File: config.mk
export PLATFORM = sky130hd
export DESIGN_NAME = prio_irq_ctrl
export DESIGN_NICKNAME = d
export VERILOG_FILES = /design/src/rtl/pic_pkg.sv /design/src/rtl/pic_cfg_regs.sv /design/src/rtl/pic_pending.sv /design/src/rtl/pic_arbiter.sv /design/src/rtl/prio_irq_ctrl.sv
export SDC_FILE = /design/constraint.sdc
export NUM_CORES = 1
export LEC_CHECK = 0
export ABC_AREA = 1
export CAP_MARGIN = 20
export CORE_AREA = 2 2 92 94
export CTS_CLUSTER_DIAMETER = 50
export DETAILED_ROUTE_END_ITERATION = 16
export DIE_AREA = 0 0 94 96
export PLACE_DENSITY = 0.84
export SYNTH_ARGS = -nofsm -noshare
export SYNTH_HDL_FRONTEND = slang
export SYNTH_SLANG_ARGS = --single-unit
export TNS_END_PERCENT = 100
File: constraint.sdc
create_clock -name clk -period 2.71 [get_ports clk]
set_clock_uncertainty 0.1 [all_clocks]
set_input_delay 0.6775 -clock clk [delete_from_list [all_inputs] [get_ports clk]]
set_output_delay 0.6775 -clock clk [all_outputs]
set_load 0.02 [all_outputs]
File: src/rtl/pic_pkg.sv
package pic_pkg;
  // default number of configurable sources (and configurable levels)
  localparam int unsigned DEF_NSRC   = 8;
  // default configuration address width
  localparam int unsigned DEF_CFG_AW = 2;
  // configuration data bus width
  localparam int unsigned CFG_DW     = 8;
endpackage

File: src/rtl/pic_cfg_regs.sv
module pic_cfg_regs #(
  parameter int NSRC   = pic_pkg::DEF_NSRC,
  parameter int CODE_W = $clog2(NSRC),
  parameter int ADDR_W = pic_pkg::DEF_CFG_AW,
  localparam int MAP_W     = NSRC * CODE_W,
  localparam int MAP_BYTES = (MAP_W + 7) / 8
) (
  input  logic                      clk,
  input  logic                      rst,
  input  logic                      we,
  input  logic [ADDR_W-1:0]         addr,
  input  logic [pic_pkg::CFG_DW-1:0] wdata,
  input  logic                      map_lock,
  output logic [NSRC-1:0]           mask_q,
  output logic [MAP_W-1:0]          map_q
);
  logic [MAP_BYTES*8-1:0] map_r;

  always_ff @(posedge clk) begin
    if (rst) begin
      mask_q <= '0;
      map_r  <= '0;
    end else if (we) begin
      if (addr == '0) begin
        mask_q <= wdata[NSRC-1:0];
      end else if (!map_lock) begin
        // address 1 holds the most significant byte of the map
        for (int b = 0; b < MAP_BYTES; b++) begin
          if (int'(addr) == MAP_BYTES - b) map_r[b*8 +: 8] <= wdata;
        end
      end
    end
  end

  assign map_q = map_r[MAP_W-1:0];
endmodule

File: src/rtl/pic_pending.sv
module pic_pending #(
  parameter int NSRC   = pic_pkg::DEF_NSRC,
  parameter int CODE_W = $clog2(NSRC)
) (
  input  logic              clk,
  input  logic              rst,
  input  logic [NSRC-1:0]   src_req,
  input  logic              nmi_req,
  input  logic              trap_req,
  input  logic              clr_en,
  input  logic [CODE_W-1:0] clr_code,
  input  logic [NSRC-1:0]   gnt_src,
  input  logic              gnt_nmi,
  input  logic              gnt_trap,
  output logic [NSRC-1:0]   pend_q,
  output logic              nmi_pend_q,
  output logic              trap_pend_q
);
  logic [NSRC-1:0] pend_d;

  // a fresh request wins over a grant or a clear in the same cycle
  for (genvar s = 0; s < NSRC; s++) begin : g_src
    logic drop;
    assign drop      = gnt_src[s] | (clr_en & (clr_code == CODE_W'(s)));
    assign pend_d[s] = src_req[s] | (pend_q[s] & ~drop);
  end

  always_ff @(posedge clk) begin
    if (rst) begin
      pend_q      <= '0;
      nmi_pend_q  <= 1'b0;
      trap_pend_q <= 1'b0;
    end else begin
      pend_q      <= pend_d;
      nmi_pend_q  <= nmi_req  | (nmi_pend_q  & ~gnt_nmi);
      trap_pend_q <= trap_req | (trap_pend_q & ~gnt_trap);
    end
  end
endmodule

File: src/rtl/pic_arbiter.sv
module pic_arbiter #(
  parameter int NSRC   = pic_pkg::DEF_NSRC,
  parameter int CODE_W = $clog2(NSRC),
  parameter int VEC_W  = $clog2(NSRC + 2),
  localparam int NLVL  = NSRC + 2,
  localparam int MAP_W = NSRC * CODE_W
) (
  input  logic [MAP_W-1:0] map_q,
  input  logic [NSRC-1:0]  pend,
  input  logic [NSRC-1:0]  mask,
  input  logic             nmi_pend,
  input  logic             trap_pend,
  input  logic             gie,
  input  logic [NLVL-1:0]  stack_q,
  output logic             win_valid,
  output logic [VEC_W-1:0] win_vec,
  output logic [NLVL-1:0]  win_lvl_oh
);
  logic [NLVL-1:0] allowed;
  logic [NLVL-1:0] cand;

  // a level may be entered only if it is above every level in service
  for (genvar l = 0; l < NLVL; l++) begin : g_allow
    assign allowed[l] = ~|(stack_q >> l);
  end

  for (genvar l = 0; l < NSRC; l++) begin : g_lvl
    logic [CODE_W-1:0] code;
    logic              own;
    assign code = map_q[l*CODE_W +: CODE_W];
    // a level counts only if no higher level carries the same code
    always_comb begin
      own = 1'b1;
      for (int m = l + 1; m < NSRC; m++) begin
        if (map_q[m*CODE_W +: CODE_W] == code) own = 1'b0;
      end
    end
    assign cand[l] = own & pend[code] & mask[code] & gie & allowed[l];
  end

  assign cand[NSRC]   = nmi_pend & gie & allowed[NSRC];
  assign cand[NSRC+1] = trap_pend & allowed[NSRC+1];

  // highest candidate level wins
  always_comb begin
    win_valid  = 1'b0;
    win_vec    = '0;
    win_lvl_oh = '0;
    for (int l = 0; l < NLVL; l++) begin
      if (cand[l]) begin
        win_valid     = 1'b1;
        win_lvl_oh    = '0;
        win_lvl_oh[l] = 1'b1;
        if (l < NSRC) win_vec = VEC_W'(map_q[l*CODE_W +: CODE_W]);
        else          win_vec = VEC_W'(l);
      end
    end
  end
endmodule

File: src/rtl/prio_irq_ctrl.sv
module prio_irq_ctrl #(
  parameter int NSRC   = pic_pkg::DEF_NSRC,
  parameter int CFG_AW = pic_pkg::DEF_CFG_AW,
  localparam int CODE_W = $clog2(NSRC),
  localparam int NLVL   = NSRC + 2,
  localparam int VEC_W  = $clog2(NLVL),
  localparam int MAP_W  = NSRC * CODE_W
) (
  input  logic                       clk,
  input  logic                       rst,
  input  logic                       cfg_we,
  input  logic [CFG_AW-1:0]          cfg_addr,
  input  logic [pic_pkg::CFG_DW-1:0] cfg_wdata,
  input  logic [NSRC-1:0]            src_req,
  input  logic                       nmi_req,
  input  logic                       trap_req,
  input  logic                       gie,
  input  logic                       rti,
  input  logic                       clr_en,
  input  logic [CODE_W-1:0]          clr_code,
  output logic                       irq_valid,
  output logic [VEC_W-1:0]           irq_vector,
  output logic                       in_service
);
  logic [NSRC-1:0]  mask_q;
  logic [MAP_W-1:0] map_q;
  logic [NSRC-1:0]  pend_q;
  logic             nmi_pend_q;
  logic             trap_pend_q;
  logic [NLVL-1:0]  stack_q;
  logic [NLVL-1:0]  ret_clr;
  logic             win_valid;
  logic [VEC_W-1:0] win_vec;
  logic [NLVL-1:0]  win_lvl_oh;
  logic [NSRC-1:0]  gnt_src;
  logic             gnt_nmi;
  logic             gnt_trap;

  pic_cfg_regs #(.NSRC(NSRC), .CODE_W(CODE_W), .ADDR_W(CFG_AW)) cfg_i (
    .clk(clk), .rst(rst), .we(cfg_we), .addr(cfg_addr), .wdata(cfg_wdata),
    .map_lock(in_service), .mask_q(mask_q), .map_q(map_q)
  );

  pic_pending #(.NSRC(NSRC), .CODE_W(CODE_W)) pend_i (
    .clk(clk), .rst(rst), .src_req(src_req), .nmi_req(nmi_req),
    .trap_req(trap_req), .clr_en(clr_en), .clr_code(clr_code),
    .gnt_src(gnt_src), .gnt_nmi(gnt_nmi), .gnt_trap(gnt_trap),
    .pend_q(pend_q), .nmi_pend_q(nmi_pend_q), .trap_pend_q(trap_pend_q)
  );

  pic_arbiter #(.NSRC(NSRC), .CODE_W(CODE_W), .VEC_W(VEC_W)) arb_i (
    .map_q(map_q), .pend(pend_q), .mask(mask_q), .nmi_pend(nmi_pend_q),
    .trap_pend(trap_pend_q), .gie(gie), .stack_q(stack_q),
    .win_valid(win_valid), .win_vec(win_vec), .win_lvl_oh(win_lvl_oh)
  );

  // grant decode back to the pending latches
  always_comb begin
    gnt_src = '0;
    if (win_valid && (win_lvl_oh[NSRC-1:0] != '0)) gnt_src[win_vec[CODE_W-1:0]] = 1'b1;
  end
  assign gnt_nmi  = win_lvl_oh[NSRC];
  assign gnt_trap = win_lvl_oh[NSRC+1];

  // return retires the topmost level in service
  always_comb begin
    ret_clr = '0;
    for (int l = 0; l < NLVL; l++) begin
      if (stack_q[l]) begin
        ret_clr    = '0;
        ret_clr[l] = 1'b1;
      end
    end
  end

  always_ff @(posedge clk) begin
    if (rst) begin
      stack_q    <= '0;
      irq_valid  <= 1'b0;
      irq_vector <= '0;
    end else begin
      stack_q   <= (stack_q & ~(rti ? ret_clr : '0)) | win_lvl_oh;
      irq_valid <= win_valid;
      if (win_valid) irq_vector <= win_vec;
    end
  end

  assign in_service = |stack_q;
endmodule

Word level (Yosys, flattened, before mapping):

Cells that the tools add are included.
W data, S select, Z words.

* register bits after elaboration: 57
* output and inout port bits: 6
* logic and storage cells: 275
* bits of input ports: 29

* bitwise gates (word level): 85
* equality and inequality tests: 38
* $lt $le $gt $ge: 10
* reductions and logical operators: 28
* mux-type cells: 104

Operators with widths (count)
* $mux W10: 11
* $eq A3 B3 Y1: 28
* $mux W1: 57
* $and A1 B1 Y1: 52
* $bmux W1 S3: 16
* $lt A3 B4 Y1 const B: 9
* $mux W3: 9
* $or A1 B1 Y1: 18
* $mux W8: 2
* $eq A3 B3 Y1 const B: 4
* $mux W4: 3
* $not A1 Y1: 12
* $reduce_and A4 Y1: 3
* $and A10 B10 Y10: 1
* $logic_not A1 Y1: 10
* $not A10 Y10: 1
* $or A10 B10 Y10: 1
* $reduce_or A10 Y1: 1
* $mux W9: 1
* $reduce_or A9 Y1: 1
* $reduce_bool A8 Y1: 1
* $reduce_or A8 Y1: 1
* $mux W7: 1
* $reduce_or A7 Y1: 1
* 18 further kinds: 21

Depth between registers and ports, before layout:

Gate-level depths: netlist of the first run.

* word-level depth: 31
* mapped depth: 21
* depth with buffers taken out: 21

By module:

Synthesis of the first run repeated with hierarchy kept, for this count alone.

* cells, all modules: 816
* area total of the unflattened synthesis: 4978.5 um2

By module, submodules not included
* pic_arbiter: cells an instance 452, times used 1, area each 2503.7 um2
* pic_cfg_regs: cells an instance 192, times used 1, area each 1317.5 um2
* prio_irq_ctrl: cells an instance 98, times used 1, area each 699.4 um2
* pic_pending: cells an instance 74, times used 1, area each 457.9 um2

Worst setup path before layout of the first run:

No wires, ideal clock.

* kind: input port to flip-flop
* start: in gie
* end: reg pend_i.pend_q[2]
* library setup time: 0.133 ns
* arrival: 1.979 ns
* data required time: 2.477 ns
* slack: 0.497 ns
* stages: 19
* cell sequence: nand3_4 nor2_4 nand2_1 nor2_1 nand2_1 nor2_4 nand2_1 nand2_1 inv_1 nand2_1 nand2_1 nand2_1 nand2_1 nand2_2 nand2_4 nor2_2 nand3_1 nand2_1 a21oi_2

* word-level cells in the longest chain between the ends: 21

Ends and longest elaborated chain
* from (decl): RTL line prio_irq_ctrl.sv:17 `input logic gie,`
* $and A1 B1 Y1 (2 in series): RTL line pic_arbiter.sv:38 `assign cand[l] = own & pend[code] & mask[code] & gie & allowed[l];`
* $mux W3 (8 in series): RTL line pic_arbiter.sv:50 `if (cand[l]) begin`
* $mux W4 (2 in series): RTL line pic_arbiter.sv:50
* $lt A3 B4 Y1 (not written as such) / $ge A3 B1 Y1 (equally long branches): RTL line prio_irq_ctrl.sv:60 `if (win_valid && (win_lvl_oh[NSRC-1:0] != '0)) gnt_src[win_vec[CODE_W-1:0]] = 1'b1;`
* $logic_and A1 B1 Y1 (not written as such): RTL line prio_irq_ctrl.sv:60
* $mux W1 (not written as such): RTL line prio_irq_ctrl.sv:60
* $demux W1 S3: RTL line prio_irq_ctrl.sv:60
* $mux W8 *: RTL line prio_irq_ctrl.sv:60
* $or A1 B1 Y1 *: RTL line pic_pending.sv:24 `assign drop = gnt_src[s] | (clr_en & (clr_code == CODE_W'(s)));`
* $not A1 Y1 *: RTL line pic_pending.sv:25 `assign pend_d[s] = src_req[s] | (pend_q[s] & ~drop);`
* $and A1 B1 Y1 *: RTL line pic_pending.sv:25
* $or A1 B1 Y1 *: RTL line pic_pending.sv:25
* to (signal assigned): RTL line pic_pending.sv:34 `pend_q <= pend_d;`
* to (decl): RTL line pic_pending.sv:15 `output logic [NSRC-1:0] pend_q,`

Every way passes the cells marked *; elsewhere a longest branch is shown, timed or not.
A chain may end at the register's enable or synchronous reset.

Worst setup path in the final report of the first run:

* start: reg pend_i.pend_q[2]
* end: reg pend_i.pend_q[2]

* word-level cells in the longest chain between the ends: 25

Ends and longest elaborated chain (RTL line)
* $bmux W1 S3: pic_arbiter.sv:38
* $mux W1 (not written as such): pic_arbiter.sv:38
* $and A1 B1 Y1 (4 in series): pic_arbiter.sv:38
* $mux W3 (8 in series): pic_arbiter.sv:50
* $mux W4 (2 in series): pic_arbiter.sv:50
* $lt A3 B4 Y1 (not written as such) / $ge A3 B1 Y1 (equally long branches): prio_irq_ctrl.sv:60
* $logic_and A1 B1 Y1 (not written as such): prio_irq_ctrl.sv:60
* $mux W1 (not written as such): prio_irq_ctrl.sv:60
* $demux W1 S3: prio_irq_ctrl.sv:60
* $mux W8: prio_irq_ctrl.sv:60
* $or A1 B1 Y1: pic_pending.sv:24
* $not A1 Y1: pic_pending.sv:25
* $and A1 B1 Y1 *: pic_pending.sv:25
* $or A1 B1 Y1 *: pic_pending.sv:25

Every way passes the cells marked *; elsewhere a longest branch is shown, timed or not. The select of a mux whose other input is x is not followed.

==> impl_metrics.env, run 1 <==
export IMPL_outcome="completed"
export IMPL_dr_pass1_iters=5
export IMPL_maxSlewViolCount=0
export IMPL_drt_iter0_drc=517
export IMPL_seq_area_frac_synth_pct=24.4
export IMPL_finalCriticalPeriod_ns=2.57
export IMPL_finalSetupTns_ns=0
export IMPL_die_w_um=94
export IMPL_cts_tree="yes"
export IMPL_synth_top_cell_area_share_pct=24.4
export IMPL_final_setup_viol_count=0
export IMPL_cp_required_ns=2.90
export IMPL_clock_latency_ns=0.35
export IMPL_fin_cells=940
export IMPL_endpoint_kind="flop"
export IMPL_start_util_pct=58.1
export IMPL_overflow=0
export IMPL_grt_pass1_vias=5137
export IMPL_drv_cap=0
export IMPL_drive_gt1_share_pct=18.9
export IMPL_via_per_inst=5.76
export IMPL_synth_distinct_cells=38
export IMPL_cts_hold_buffers=0
export IMPL_io_buffers=34
export IMPL_grt_start_max_net_pins=37
export IMPL_crit_type="reg -> reg"
export IMPL_drcViolationCount=0
export IMPL_post_route_util_pct=71.3
export IMPL_wl_per_cell_um=17.2
export IMPL_area_delta_synth_final_pct=22.7
export IMPL_die_y_um=96
export IMPL_p_leak_uw=0.00266
export IMPL_synthFlopType="dfxtp_1"
export IMPL_dpl_hpwl_mm=12.3
export IMPL_power_total_uw=2720
export IMPL_yosys_area_top_type="dfxtp_1"
export IMPL_start_kind="flop"
export IMPL_clockBufferDepth=2
export IMPL_pin_count=35
export IMPL_place_congestion=0.969
export IMPL_cts_root_buf="clkbuf_8"
export IMPL_ant_nets=0
export IMPL_worstHoldPathType="reg -> reg"
export IMPL_fin_nets=860
export IMPL_ys_ff_latch=57
export IMPL_htree_levels=3
export IMPL_synth_area_per_cell_sq_um=6.27
export IMPL_antenna_found_initial=0
export IMPL_num_vias=5414
export IMPL_synthArstFlopShare_pct=0
export IMPL_multi_input_area_sq_mm=0.00299
export IMPL_placedCellCount=921
export IMPL_worst_slew_pin_slew_ns=0.394
export IMPL_rsz0062_at_grt="yes"
export IMPL_relSlewSlack_pct=73.6
export IMPL_dieArea_sq_mm=0.00902
export IMPL_routed_wl_mm=16.1
export IMPL_synth_warnings=0
export IMPL_arrival_ns=2.76
export IMPL_cp_max_fo=7
export IMPL_min_period_over_period_pct=94.7
export IMPL_peakVddDrop_mv=0.331
export IMPL_core_area_sq_mm=0.00805
export IMPL_register_area_sq_mm=0.00115
export IMPL_cts_made_buffers=9
export IMPL_clkTransAtPathRegs_ns=0.07
export IMPL_finalHoldViolCount=0
export IMPL_n_fill_cell=683
export IMPL_synth_nets=775
export IMPL_p_per_area_mw_per_mm2=474
export IMPL_holdWs_ns=0.399
export IMPL_synth_edf_count=0
export IMPL_cts_sinks=57
export IMPL_grt_pass1_wl_mm=25.6
export IMPL_global_route_usage_total_pct=37.2
export IMPL_clock_fmax_ghz=0.390
export IMPL_syn_area_sq_mm=0.00468
export IMPL_synth_area_leaders="dfxtp_1 (24%), nand2_1 (17%), xnor2_1 (10%)"
export IMPL_syn_inst=746
export IMPL_antennaDiodeCount=0
export IMPL_fp_row_count=33
## power by group
| group | total [uW] | switching (uW) | internal (uW) |
|---|---|---|---|
| Clock | 915 | 379 | 536 |
| Sequential | 945 | 52.9 | 892 |
| Combinational | 860 | 505 | 355 |
## critical path, stage by stage, from the launching register on
cell	delay, ns
dfxtp_1	0.44
nand2_2	0.19
a21oi_1	0.16
o21ai_0	0.12
nand3_1	0.18
nand4_1	0.26
inv_1	0.19
a21oi_1	0.08
nand2_1	0.09
nand2_1	0.06
nand2_1	0.06
nand2_1	0.07
nand2_2	0.12
nand2_4	0.09
nand3_1	0.10
nand2_1	0.08
a21oi_2	0.12
## Yosys cell counts, types with 2 or more instances
master / number
a21oi_1: 66
a21oi_2: 6
a31oi_1: 3
buf_4: 21
buf_6: 6
clkbuf_1: 8
dfxtp_1: 57
inv_1: 64
inv_2: 14
inv_4: 2
nand2_1: 209
nand2_2: 5
nand2_4: 3
nand3_1: 61
nand3_2: 5
nand3b_1: 3
nand4_1: 10
nor2_1: 42
nor2_2: 3
nor2_4: 6
nor3_1: 11
o211ai_1: 9
o21a_1: 2
o21ai_0: 55
o21ai_1: 5
or2_2: 3
xnor2_1: 54
xor2_1: 3
## stage by stage
step | setup WS (ns) | instance area, sq um
floorplan | 0.497 | 4680
global placement | -0.249 | 5450
detailed placement | -0.309 | 5450
CTS | 0.0271 | 5670
global route | -0.0433 | 5740
finish | 0.143 | 5740
## metal layers
layer	up-vias	wire [um]	track usage, %
li1	2578	-	-
met4	0	868	22.9
met5	-	0	0
met2	297	7310	60.2
met3	63	1290	6.66
met1	2476	6680	46.0
## logic make-up (layout without fill, tap and decap cells)
| kind of cell | Yosys count | after routing | share of synthesized area (%) |
|---|---|---|---|
| AND/OR/NAND/NOR | 364 | 364 | 35.0 |
| flip-flops | 57 | 57 | 24.4 |
| buffers and inverters | 117 | 206 | 12.2 |
| XOR/XNOR | 57 | 57 | 10.7 |
| AO/OA/AOI/OAI | 151 | 151 | 17.7 |
## state kept, by name (all words and copies together) (netlist names)
name / flops
stack_q: 10
irq_vector: 4
pend_i.trap_pend_q: 1
pend_i.nmi_pend_q: 1
irq_valid: 1
pend_i.pend_q: 8
cfg_i.map_q: 24
cfg_i.mask_q: 8
## layout make-up
class                           instances  area share, %
Multi-Input combinational cell        572           52.1
Sequential cell                        57           20.0
Timing Repair Buffer                  110           16.4
Inverter                               81           5.38
Clock buffer                           10           2.40
Tap cell                              105           2.29
Clock inverter                          5           1.39
## worst paths after layout
kind | start | endpoint | slack, ns | cells past startpoint
setup / recovery | pend_i.pend_q[2] | pend_i.pend_q[2] | 0.14 | 16
hold / removal | stack_q[0] | stack_q[0] | 0.40 | 2
setup reg to reg | pend_i.pend_q[2] | pend_i.pend_q[2] | 0.14 | 16
hold reg to reg | stack_q[0] | stack_q[0] | 0.40 | 2
## repair_timing
item / 4_1_cts / 5_1_grt
resized for setup: 1 / 18
buffers inserted: 0 / 4
endpoints found under the setup margin: 1 / 12
gates cloned: 0 / 0
pin swaps: 0 / 2
## placed cells by master, fill, tap and decap left out, types with 9 or more instances in the layout
cell	instances
nand4_1	10
nand2_2	11
nand2_1	203
nor3_1	11
xnor2_1	54
nor2_1	39
clkbuf_8	10
a21oi_1	66
inv_1	63
buf_4	74
o21ai_0	55
dfxtp_1	50
nand3_1	61
o211ai_1	9
inv_2	15
clkdlybuf4s50_1	32
Power figures use the tool's default switching activity.
==> run 2: changes to the inputs <==
- CORE_AREA: 2 2 92 94 -> 2 2 119 121
- DIE_AREA: 0 0 94 96 -> 0 0 121 123
- PLACE_DENSITY: 0.84 -> 0.56
- SKIP_CTS_REPAIR_TIMING: default -> 1
==> run 2 against run 1 <==
Effect of this change: final cell count grew 8.1%; routed wire length grew 1.8%; critical path type unchanged; via count shrank 6.7%; total power grew 8.5%; clock power grew 23%; critical endpoint is now irq_vector[2]; sequential power shrank 0.5%.
==> impl_metrics.env, run 2 (same netlist as run 1, synthesis figures left out) <==
export IMPL_outcome="completed"
export IMPL_cp_top_family="simple AND/OR/NAND/NOR gates"
export IMPL_largest_reg_flops=24
export IMPL_cts_made_buffers=9
export IMPL_dr_pass1_iters=7
export IMPL_finalHoldViolCount=0
export IMPL_num_vias=5049
export IMPL_cts_root_buf="clkbuf_16"
export IMPL_relSlewSlack_pct=74.6
export IMPL_peakVddDrop_mv=0.379
export IMPL_rsz0062_at_grt="no"
export IMPL_layout_common_cells="nand2_1 (209), buf_4 (66), a21oi_1 (65)"
export IMPL_fp_row_count=43
export IMPL_start_kind="flop"
export IMPL_via_per_inst=4.97
export IMPL_drive_gt1_share_pct=18.2
export IMPL_arrival_ns=2.61
export IMPL_core_area_sq_mm=0.0136
export IMPL_place_area_sq_mm=0.00564
export IMPL_ant_nets=0
export IMPL_cp_slowest_cell="dfxtp_1"
export IMPL_grt_pass1_vias=4723
export IMPL_antennaDiodeCount=0
export IMPL_cp_depth=14
export IMPL_dpl_hpwl_mm=12.5
export IMPL_holdWs_ns=0.385
export IMPL_maxSlewViolCount=0
export IMPL_global_route_usage_total_pct=23.0
export IMPL_clock_fmax_ghz=0.399
export IMPL_p_per_area_mw_per_mm2=492
export IMPL_cts_tree="yes"
export IMPL_place_congestion=0.992
export IMPL_area_delta_synth_final_pct=28.2
export IMPL_die_y_um=123
export IMPL_p_sw_uw=954
export IMPL_pin_count=35
export IMPL_start_util_pct=34.4
export IMPL_max_stage_delay_ns=0.47
export IMPL_path_common_cell="buf_4"
export IMPL_drv_cap=0
export IMPL_min_period_over_period_pct=92.4
export IMPL_finalCriticalPeriod_ns=2.50
export IMPL_finalSetupTns_ns=0
export IMPL_p_leak_uw=0.00272
export IMPL_final_common_cell="nand2_1"
export IMPL_p_int_uw=2000
export IMPL_wl_per_cell_um=16.2
export IMPL_clkTransAtPathRegs_ns=0.05
export IMPL_worst_slew_pin_slew_ns=0.379
export IMPL_worstHoldPathType="reg -> reg"
export IMPL_cp_max_fo=7
export IMPL_die_w_um=121
export IMPL_holdPathStages=2
export IMPL_fin_nets=860
export IMPL_sw_frac_of_total_pct=32.3
export IMPL_grt_pass1_wl_mm=26.2
export IMPL_p_seq_share_pct=31.9
export IMPL_cts_sinks=57
export IMPL_io_buffers=34
export IMPL_critical_path_cell_chain="buf_12 > xnor2_1 > nand3_1 > nand2_1 > nor2_2 > nand2_1 > nor2_4 > buf_4 > buf_4 > nor2_2 > buf_4 > nand3_1 > o21ai_0 > a21oi_1"
export IMPL_combinationalPowerShare_pct=30.0
export IMPL_cp_required_ns=2.82
export IMPL_endpoint_kind="flop"
export IMPL_final_setup_viol_count=0
export IMPL_ff2ff_path_depth=14
export IMPL_path_buf_inv=4
export IMPL_drt_iter0_drc=465
export IMPL_crit_type="reg -> reg"
export IMPL_dieArea_sq_mm=0.0149
export IMPL_clock_latency_ns=0.33
export IMPL_antenna_found_initial=0
export IMPL_final_area_sq_mm=0.00600
export IMPL_htree_levels=3
export IMPL_routed_wl_mm=16.4
export IMPL_drcViolationCount=0
export IMPL_overflow=0
export IMPL_grt_start_max_net_pins=37
export IMPL_clockPowerShare_pct=38.2
export IMPL_clockBufferDepth=2
## run 2: cell count changes in the layout (fill, tap and decap cells not counted), sizes merged
cell / delta
bufinv: -1
clkinv: +3
inv: -1
## run 2: layout make-up
class                           count  area, sq um
Clock inverter                      6         57.6
Sequential cell                    57         1150
Fill cell                        1403         7610
Tap cell                          180          225
Timing Repair Buffer              110         1030
Clock buffer                       10          239
Multi-Input combinational cell    572         2980
Inverter                           81          313
## run 2: final timing paths
kind	to	start	slack, ns
worst min register to register	stack_q[0]	stack_q[0]	0.38
worst max-delay path	irq_vector[2]	cfg_i.map_q[10]	0.21
worst max register to register	irq_vector[2]	cfg_i.map_q[10]	0.21
worst min-delay path	stack_q[0]	stack_q[0]	0.38
## run 2: worst min-delay path: cells and delay by family, from the launching register on
family	cells	cell delay (ns)
AOI/OAI and AO/OA	2	0.13
DFF	1	0.30
## run 2: power groups by stage
stage	Sequential (uW)	Combinational [uW]	Clock, uW
after floorplan	944	553	0
after global placement	957	862	0
after detailed placement	956	861	0
after CTS	939	867	1140
after global routing	945	968	1180
final	940	884	1130
## run 2: metrics by stage
step	worst slack, ns	util (%)	power, uW	instances
finish	0.206	44.1	2950	1016
global route	0.00425	44.1	3090	1016
CTS	-0.0679	43.6	2950	1014
detailed placement	-0.416	41.4	1820	998
global placement	-0.405	41.4	1820	998
floorplan	0.497	-	1500	746
## run 2: per-layer routing
layer  wire length [um]  vias to the layer above  track usage (%)
met5                  0                        -                0
met4                453                        0             8.14
met2               7490                      204             38.1
met1               7380                     2232             30.4
met3               1110                       30             3.46
li1                   -                     2583                -
